**config.mk**
```make
export PLATFORM = sky130hd
export DESIGN_NAME = rxmb_bank
export DESIGN_NICKNAME = d
export VERILOG_FILES = /design/src/rtl/rxmb_pkg.sv /design/src/rtl/rxmb_idfmt.sv /design/src/rtl/rxmb_pick.sv /design/src/rtl/rxmb_slot.sv /design/src/rtl/rxmb_bank.sv
export SDC_FILE = /design/constraint.sdc
export NUM_CORES = 2
export LEC_CHECK = 0
export ABC_AREA = 0
export ABC_CLOCK_PERIOD_IN_PS = 6800
export BUFFER_PORTS_ARGS = -buffer_cell sky130_fd_sc_hd__buf_4
export CORE_UTILIZATION = 45
export CTS_CLUSTER_DIAMETER = 120
export DETAILED_ROUTE_END_ITERATION = 16
export GPL_TIMING_DRIVEN = 0
export PLACE_DENSITY_LB_ADDON = 0.1
export RECOVER_POWER = 25
export SYNTH_ARGS = -nofsm -noshare
export SYNTH_HDL_FRONTEND = slang
export SYNTH_HIERARCHICAL = 1
export SYNTH_SLANG_ARGS = --single-unit
```
**constraint.sdc**
```tcl
create_clock -name clk -period 6.8 [get_ports clk]
set_input_delay 1.7 -clock clk [delete_from_list [all_inputs] [get_ports clk]]
set_output_delay 1.7 -clock clk [all_outputs]
set_load 0.01 [all_outputs]
```
**src/rtl/rxmb_pkg.sv**
```systemverilog
package rxmb_pkg;
    localparam int ID_W   = 29;
    localparam int DLC_W  = 4;
    localparam int DATA_W = 64;
    localparam int WORD_W = 32;
    localparam int MODE_W = 3;

    localparam logic [MODE_W-1:0] MODE_OFF   = 3'd0;
    localparam logic [MODE_W-1:0] MODE_RX    = 3'd1;
    localparam logic [MODE_W-1:0] MODE_RXOVR = 3'd2;
    localparam logic [MODE_W-1:0] MODE_TX    = 3'd3;

    typedef struct packed {
        logic [MODE_W-1:0] mode;
        logic              ready;
        logic              lost;
        logic              rtr;
        logic [DLC_W-1:0]  dlc;
        logic [WORD_W-1:0] idw;
        logic [DATA_W-1:0] data;
    } slot_t;

    typedef struct packed {
        logic drop;
    } ctl_t;
endpackage

```
**src/rtl/rxmb_idfmt.sv**
```systemverilog
module rxmb_idfmt
    import rxmb_pkg::*;
(
    input  logic              ide,
    input  logic [ID_W-1:0]   id,
    output logic [WORD_W-1:0] idw
);
    localparam int STD_W     = 11;
    localparam int STD_SHIFT = ID_W - STD_W;

    always_comb begin
        idw = '0;
        if (ide) begin
            idw[ID_W-1:0] = id;
            idw[ID_W]     = 1'b1;
        end else begin
            idw[STD_SHIFT +: STD_W] = id[STD_W-1:0];
        end
    end
endmodule

```
**src/rtl/rxmb_pick.sv**
```systemverilog
module rxmb_pick #(
    parameter int N = 12
) (
    input  logic [N-1:0] elig,
    output logic [N-1:0] onehot,
    output logic         hit
);
    // isolate lowest set bit: lowest index has highest priority
    assign onehot = elig & (~elig + N'(1));
    assign hit    = |elig;
endmodule

```
**src/rtl/rxmb_slot.sv**
```systemverilog
module rxmb_slot
    import rxmb_pkg::*;
(
    input  logic              clk,
    input  logic              rst_n,
    input  logic              cfg_we,
    input  logic [MODE_W-1:0] cfg_mode,
    input  logic              rearm,
    input  logic              store,
    input  logic [WORD_W-1:0] idw,
    input  logic              rtr,
    input  logic [DLC_W-1:0]  dlc,
    input  logic [DATA_W-1:0] data,
    output slot_t             st_o
);
    slot_t slot_d, slot_q;

    always_comb begin
        slot_d = slot_q;
        if (cfg_we) begin
            slot_d.mode  = cfg_mode;
            slot_d.ready = 1'b0;
            slot_d.lost  = 1'b0;
        end
        if (rearm) begin
            slot_d.ready = 1'b0;
            slot_d.lost  = 1'b0;
        end
        if (store) begin
            slot_d.lost  = slot_q.ready;
            slot_d.ready = 1'b1;
            slot_d.rtr   = rtr;
            slot_d.dlc   = dlc;
            slot_d.idw   = idw;
            slot_d.data  = data;
        end
    end

    always_ff @(posedge clk) begin
        if (!rst_n) slot_q <= '0;
        else        slot_q <= slot_d;
    end

    assign st_o = slot_q;
endmodule

```
**src/rtl/rxmb_bank.sv**
```systemverilog
module rxmb_bank
    import rxmb_pkg::*;
#(
    parameter int NUM_MB = 16,
    parameter int NUM_RX = 12,
    localparam int IDX_W = $clog2(NUM_MB)
) (
    input  logic              clk,
    input  logic              rst_n,
    input  logic              cfg_we,
    input  logic [IDX_W-1:0]  cfg_idx,
    input  logic [2:0]        cfg_mode,
    input  logic              rearm_we,
    input  logic [NUM_MB-1:0] rearm_bits,
    input  logic              frm_valid,
    input  logic              frm_ide,
    input  logic              frm_rtr,
    input  logic [28:0]       frm_id,
    input  logic [3:0]        frm_dlc,
    input  logic [63:0]       frm_data,
    input  logic [IDX_W-1:0]  rd_idx,
    output logic [31:0]       rd_id,
    output logic [31:0]       rd_status,
    output logic [63:0]       rd_data,
    output logic [NUM_MB-1:0] ready_vec,
    input  logic [NUM_MB-1:0] irq_mask,
    output logic              irq,
    output logic              drop_o
);
    slot_t             st [NUM_MB];
    logic [NUM_RX-1:0] elig;
    logic [NUM_RX-1:0] pick_oh;
    logic              pick_hit;
    logic [WORD_W-1:0] frm_idw;
    ctl_t              ctl_d, ctl_q;
    slot_t             sel;

    rxmb_idfmt u_idfmt (
        .ide (frm_ide),
        .id  (frm_id),
        .idw (frm_idw)
    );

    rxmb_pick #(.N(NUM_RX)) u_pick (
        .elig   (elig),
        .onehot (pick_oh),
        .hit    (pick_hit)
    );

    for (genvar i = 0; i < NUM_MB; i++) begin : g_mb
        if (i < NUM_RX) begin : g_rx
            assign elig[i] = ((st[i].mode == MODE_RX) && !st[i].ready) ||
                             (st[i].mode == MODE_RXOVR);
            rxmb_slot u_slot (
                .clk      (clk),
                .rst_n    (rst_n),
                .cfg_we   (cfg_we && (cfg_idx == IDX_W'(i))),
                .cfg_mode (cfg_mode),
                .rearm    (rearm_we && rearm_bits[i]),
                .store    (frm_valid && pick_oh[i]),
                .idw      (frm_idw),
                .rtr      (frm_rtr),
                .dlc      (frm_dlc),
                .data     (frm_data),
                .st_o     (st[i])
            );
        end else begin : g_tx
            // transmit-side slots: no receive storage in this bank
            assign st[i] = '0;
        end
        assign ready_vec[i] = st[i].ready;
    end

    always_comb begin
        ctl_d      = ctl_q;
        ctl_d.drop = frm_valid && !pick_hit;
    end

    always_ff @(posedge clk) begin
        if (!rst_n) ctl_q <= '0;
        else        ctl_q <= ctl_d;
    end

    assign sel       = st[rd_idx];
    assign rd_id     = sel.idw;
    assign rd_data   = sel.data;
    assign rd_status = {7'd0, sel.lost, sel.ready, 2'd0, sel.rtr, sel.dlc, 16'd0};
    assign irq       = |(ready_vec & irq_mask);
    assign drop_o    = ctl_q.drop;
endmodule

```
# Yosys cells after proc, flatten, opt, wreduce, memory -nomap -nowiden
# Index checks and enable logic that the tools add are counted.
# classes
add_sub_neg	1
magnitude_cmp	1
n_eq_ne	35
n_mux	42
n_bitwise	4
reduce_logical	89
# ops
cell	count
two-way mux 103 bit	14
binary-select mux 106 bit (select 4 bit)	1
logical AND 1 bit	49
two-way mux 2 bit	24
== test 3 x 1 -> 1 bit (second input constant)	12
== test 3 x 2 -> 1 bit (second input constant)	12
nonzero test 3 bit	12
two-way mux 18 bit	1
bitwise AND 12 x 16 -> 16 bit	1
== test 4 x 3 -> 1 bit (second input constant)	4
== test 4 bit (second input constant)	4
OR reduction 16 bit	1
zero test 1 bit	13
adder 12 x 1 -> 12 bit (second input constant)	1
bitwise AND 12 bit	1
logical OR 1 bit	12
inverter 12 bit	1
OR reduction 12 bit	1
two-way mux 11 bit	1
== test 4 x 2 -> 1 bit (second input constant)	2
>= comparator 5 bit (second input constant)	1
inverter 4 -> 5 bit	1
== test 4 x 1 -> 1 bit (second input constant)	1
zero test 4 bit	1
two-way mux 1 bit	1
# word_totals
ff_bits	1249
in_bits	147
elab_cells	257

# Depth between registers and ports, before layout
# depth
word_depth	8
ltp_mapped	12

# Hierarchy
# The synthesis kept the hierarchy.
# by_module_without_submodules
module	instances	cells_each	area_each_um2	seq_area_each_um2
rxmb_slot	12	343	4021.4	2122.0
rxmb_bank	1	1072	10832.9	20.0
rxmb_idfmt	1	36	304.0	0.0
rxmb_pick	1	22	173.9	0.0

# Worst setup path after synthesis
# No wires, ideal clock.
# synth_path
kind	input -> output
start	input port rd_idx[0]
end	output port rd_data[54]
arrival_ns	2.855
required_ns	5.100
setup_slack_ns	2.245
path_stages	6
path_cell_list	buf_6 -> buf_12 -> buf_6 -> mux4_1 -> nand2_1 -> o31ai_1
# synth_between
elab_chain_cells	4
# synth_rtl
item	line	source
from (decl)	rxmb_bank.sv:21	input logic [IDX_W-1:0] rd_idx,
inverter 4 -> 5 bit (implied by the code)	rxmb_bank.sv:84	assign sel = st[rd_idx];
binary-select mux 106 bit (select 4 bit)	rxmb_bank.sv:84	
two-way mux 103 bit (implied by the code) (2 in series)	rxmb_bank.sv:84	
to (decl)	rxmb_bank.sv:24	output logic [63:0] rd_data,
# No other way between the ends. The select of a mux whose other input is x is not followed.

# Final worst setup path
# layout_path
start	input port rst_n
end	register g_mb[0].g_rx.u_slot.slot_q (netlist bit g_mb[0].g_rx.u_slot/st_o[70])
# layout_lines
item	line	source
from (decl)	rxmb_bank.sv:9	input logic rst_n,
to (signal assigned)	rxmb_slot.sv:41	else slot_q <= slot_d;
to (decl)	rxmb_slot.sv:16	slot_t slot_d, slot_q;
# No word-level cell between the ends.

==> summary.txt <==
Status: finished with violations
Failing checks: capacitance limit, slew limit
Slew @ Worst Pin: 5073 ps
Unrepaired setup endpoints after global routing: false
VDD IR max: 0.0002401 V
Worst hold path class: flop to flop
Crit share post-route: 95.34%
RR Startpoint: g_mb[3].g_rx.u_slot/st_o[102]
Syn. warnings: 6
Detailed Place HPWL: 127800 um
Crit path capture type: flop
Critical Path Source Type: input port
Placed cell count: 7280
Leak: 0.02219 uW
Top Ports: 293
Hold buffers post-CTS: 0
Fin. Hold Viols: 0
Critical path capture point: g_mb[0].g_rx.u_slot/st_o[70]
Clock power share: 46.9%
Sw Share: 24.04%
Largest net degree at the start of global routing: 86
Setup TNS Final: 0 ps
Max Cap Viol: 1
DR pass1 iterations: 5
Count of different cell masters after synthesis: 42
Synthesized instance count: 5246
Final setup viols: 0
CP Launch Point: rst_n
DR vias: 40.03k
Commonest cells after routing, fill and taps aside: 1273 x dfxtp_1, 1260 x mux2i_1, 1250 x nor2b_1
Routed WL: 183900 um
Pre-CTS setup slack: 344.8 ps
Reg2Reg Depth: 12
Final Power: 16760 uW
P_sw: 4029 uW
Number of I/O port buffers: 250
Final non-filler cell total: 7542
Fmax: 0.1542 GHz
Root Driver: clkbuf_16
Avg Cell Area, Syn: 11.35 sq um
Floorplan core area: 0.1315 sq mm
Largest delay share family, worst path: buffers and inverters
Nets: 5819
Total gr overflow: 0
Worst Slack Setup Final: 317.0 ps
Req. time, crit path: 7480 ps
#FFs+latches synth: 1273
Reg2Reg Setup Slack: 3380 ps
WP buf/inv: 3
Inserted Clock Buffers: 145
Latest clock arrival within the worst-skew pair: 770 ps
H-tree Lvls: 4
CTS tree: yes
Post-CTS setup buffers: 0
Global placement routability congestion: 0.8301
First-pass GRT wire length: 272300 um
Sink Count: 1273
Die area: 0.1338 sq mm
Final antenna-violating net count: 0
Most frequent CP cell: clkbuf_1
P&R area growth vs syn: 15.01%
Share of cells above drive strength 1: 20.73%
Initial Util: 45.31%
Seq pwr share: 45.1%
Wire per inst: 24.39 um
Via-to-Cell Ratio: 5.307
CTS clock-pin slew for the worst setup and hold paths: 60 ps
Post-CTS Resized: 0
Setup Skew: 25.40 ps
Worst path cell trace: clkbuf_1, clkbuf_1, clkbuf_1, nor2b_1
Critical path class: input port to flop
Logic pwr share: 8.0%
Total GRT Usage: 27.03%
Most common cell after layout, fill and taps aside: dfxtp_1
Vias in the first global route: 40.15k
Slew Viols, Final: 86
Die Y: 365.8 um
FP Rows: 133
Number of cells on the critical path: 4
Initial DRC Count: 2465
Die boundary width: 365.8 um
R2r endpoint: g_mb[10].g_rx.u_slot/st_o[50]
Final Critical Period: 6483 ps
Slew Limit Headroom: -238.2%
Register area share after synthesis: 42.78%
Maximum clock insertion buffer count: 3
Int Pwr: 12730 uW
Synthesized area: 0.05957 sq mm
Worst Path Max Fanout: 85
Critical path's slowest cell: clkbuf_1
CP arrival: 7170 ps
Max incr delay on CP: 3480 ps
Drt drc: 0
Power Density: 244.6 mW/mm^2
Initial antenna violation count: 8
[state kept, by name (all words and copies together), names as in the netlist]
register,count
g_mb.g_rx.u_slot/st_o,1272
drop_o,1
[worst min path at each step]
stage | startpoint | end | slack (ps) | cells after the start
final | g_mb[11].g_rx.u_slot/st_o[52] | g_mb[11].g_rx.u_slot/st_o[52] | 510 | 2
after global routing | g_mb[10].g_rx.u_slot/st_o[45] | g_mb[10].g_rx.u_slot/st_o[45] | 530 | 2
after CTS | g_mb[10].g_rx.u_slot/st_o[26] | g_mb[10].g_rx.u_slot/st_o[26] | 510 | 2
after detailed placement | g_mb[10].g_rx.u_slot/st_o[26] | g_mb[10].g_rx.u_slot/st_o[26] | 500 | 2
after global placement | g_mb[5].g_rx.u_slot/st_o[87] | g_mb[5].g_rx.u_slot/st_o[87] | 490 | 2
after floorplan | g_mb[9].g_rx.u_slot/st_o[54] | g_mb[9].g_rx.u_slot/st_o[54] | 470 | 2
[power groups by stage]
stage	Clock (uW)	Combinational (uW)	Sequential [uW]
6_report	7860	1340	7550
4_1_cts	8010	1340	7550
5_1_grt	8330	1410	7550
2_1_floorplan	0	741	7700
3_3_place_gp	0	1330	7710
3_5_place_dp	0	1330	7710
[Yosys cell counts, drive strengths merged]
library cell | instances | area share [%]
a21boi | 12 | 0.15
a221oi | 3 | 0.044
a22o | 3 | 0.044
and2 | 42 | 0.46
and3b | 1 | 0.015
buf | 268 | 4.1
clkbuf | 185 | 1.2
conb | 2 | 0.013
dfxtp | 1273 | 43
inv | 2 | 0.013
mux2 | 217 | 4.1
mux2i | 1260 | 21
mux4 | 206 | 7.8
nand2 | 117 | 0.74
nand2b | 4 | 0.042
nand3 | 1 | 0.0084
nand3b | 2 | 0.025
nor2 | 137 | 0.86
nor2b | 1250 | 13
nor3 | 6 | 0.050
nor3b | 14 | 0.18
nor4 | 1 | 0.011
nor4b | 3 | 0.065
o21a | 12 | 0.15
o22ai | 103 | 1.1
o31ai | 103 | 1.4
or3 | 1 | 0.019
or3b | 2 | 0.029
or4 | 3 | 0.044
or4b | 13 | 0.22
[cells by family after synthesis]
group,after synthesis,share of synthesized area (%)
and+or+nand+nor,1597,15.89
buffers and inverters,455,5.346
muxes,1683,33.09
other,2,0.01261
DFF,1273,42.78
AOI/OAI and AO/OA,236,2.880
[final cells by class]
type,count,area (sq um)
repair buffers,250,1873
well taps,1755,2196
inverters,2,7.507
clock inverters,29,271.5
fillers,11960,62950
clock buffers,229,4504
diodes,4,10.01
plain buffers,453,3157
multi-input cells,3547,31010
flip-flops and latches,1273,25480
[stage by stage]
| stage | util [%] | hold slack [ps] | cell area (sq um) |
|---|---|---|---|
| final | 52.11 | 509.6 | 68510 |
| after global routing | 52.11 | 527.0 | 68500 |
| after CTS | 52.13 | 513.3 | 68530 |
| after detailed placement | 48.49 | 497.3 | 63750 |
| after global placement | 48.49 | 488.4 | 63750 |
| after floorplan | - | 473.6 | 59680 |
[routing by layer]
layer,global-route usage [%],wire [um],share of wire (%)
met3,3.458,7806,4.2
met1,37.49,85640,47
met4,7.668,4685,2.5
met2,43.97,85800,47
met5,0,0,0
[tightest hold or removal path, delay by kind of cell (launching register included)]
family,cells,cell delay (ps)
mux,1,60
simple gates,1,90
flops,1,320
Note: power is estimated with default switching activity, not from simulation.
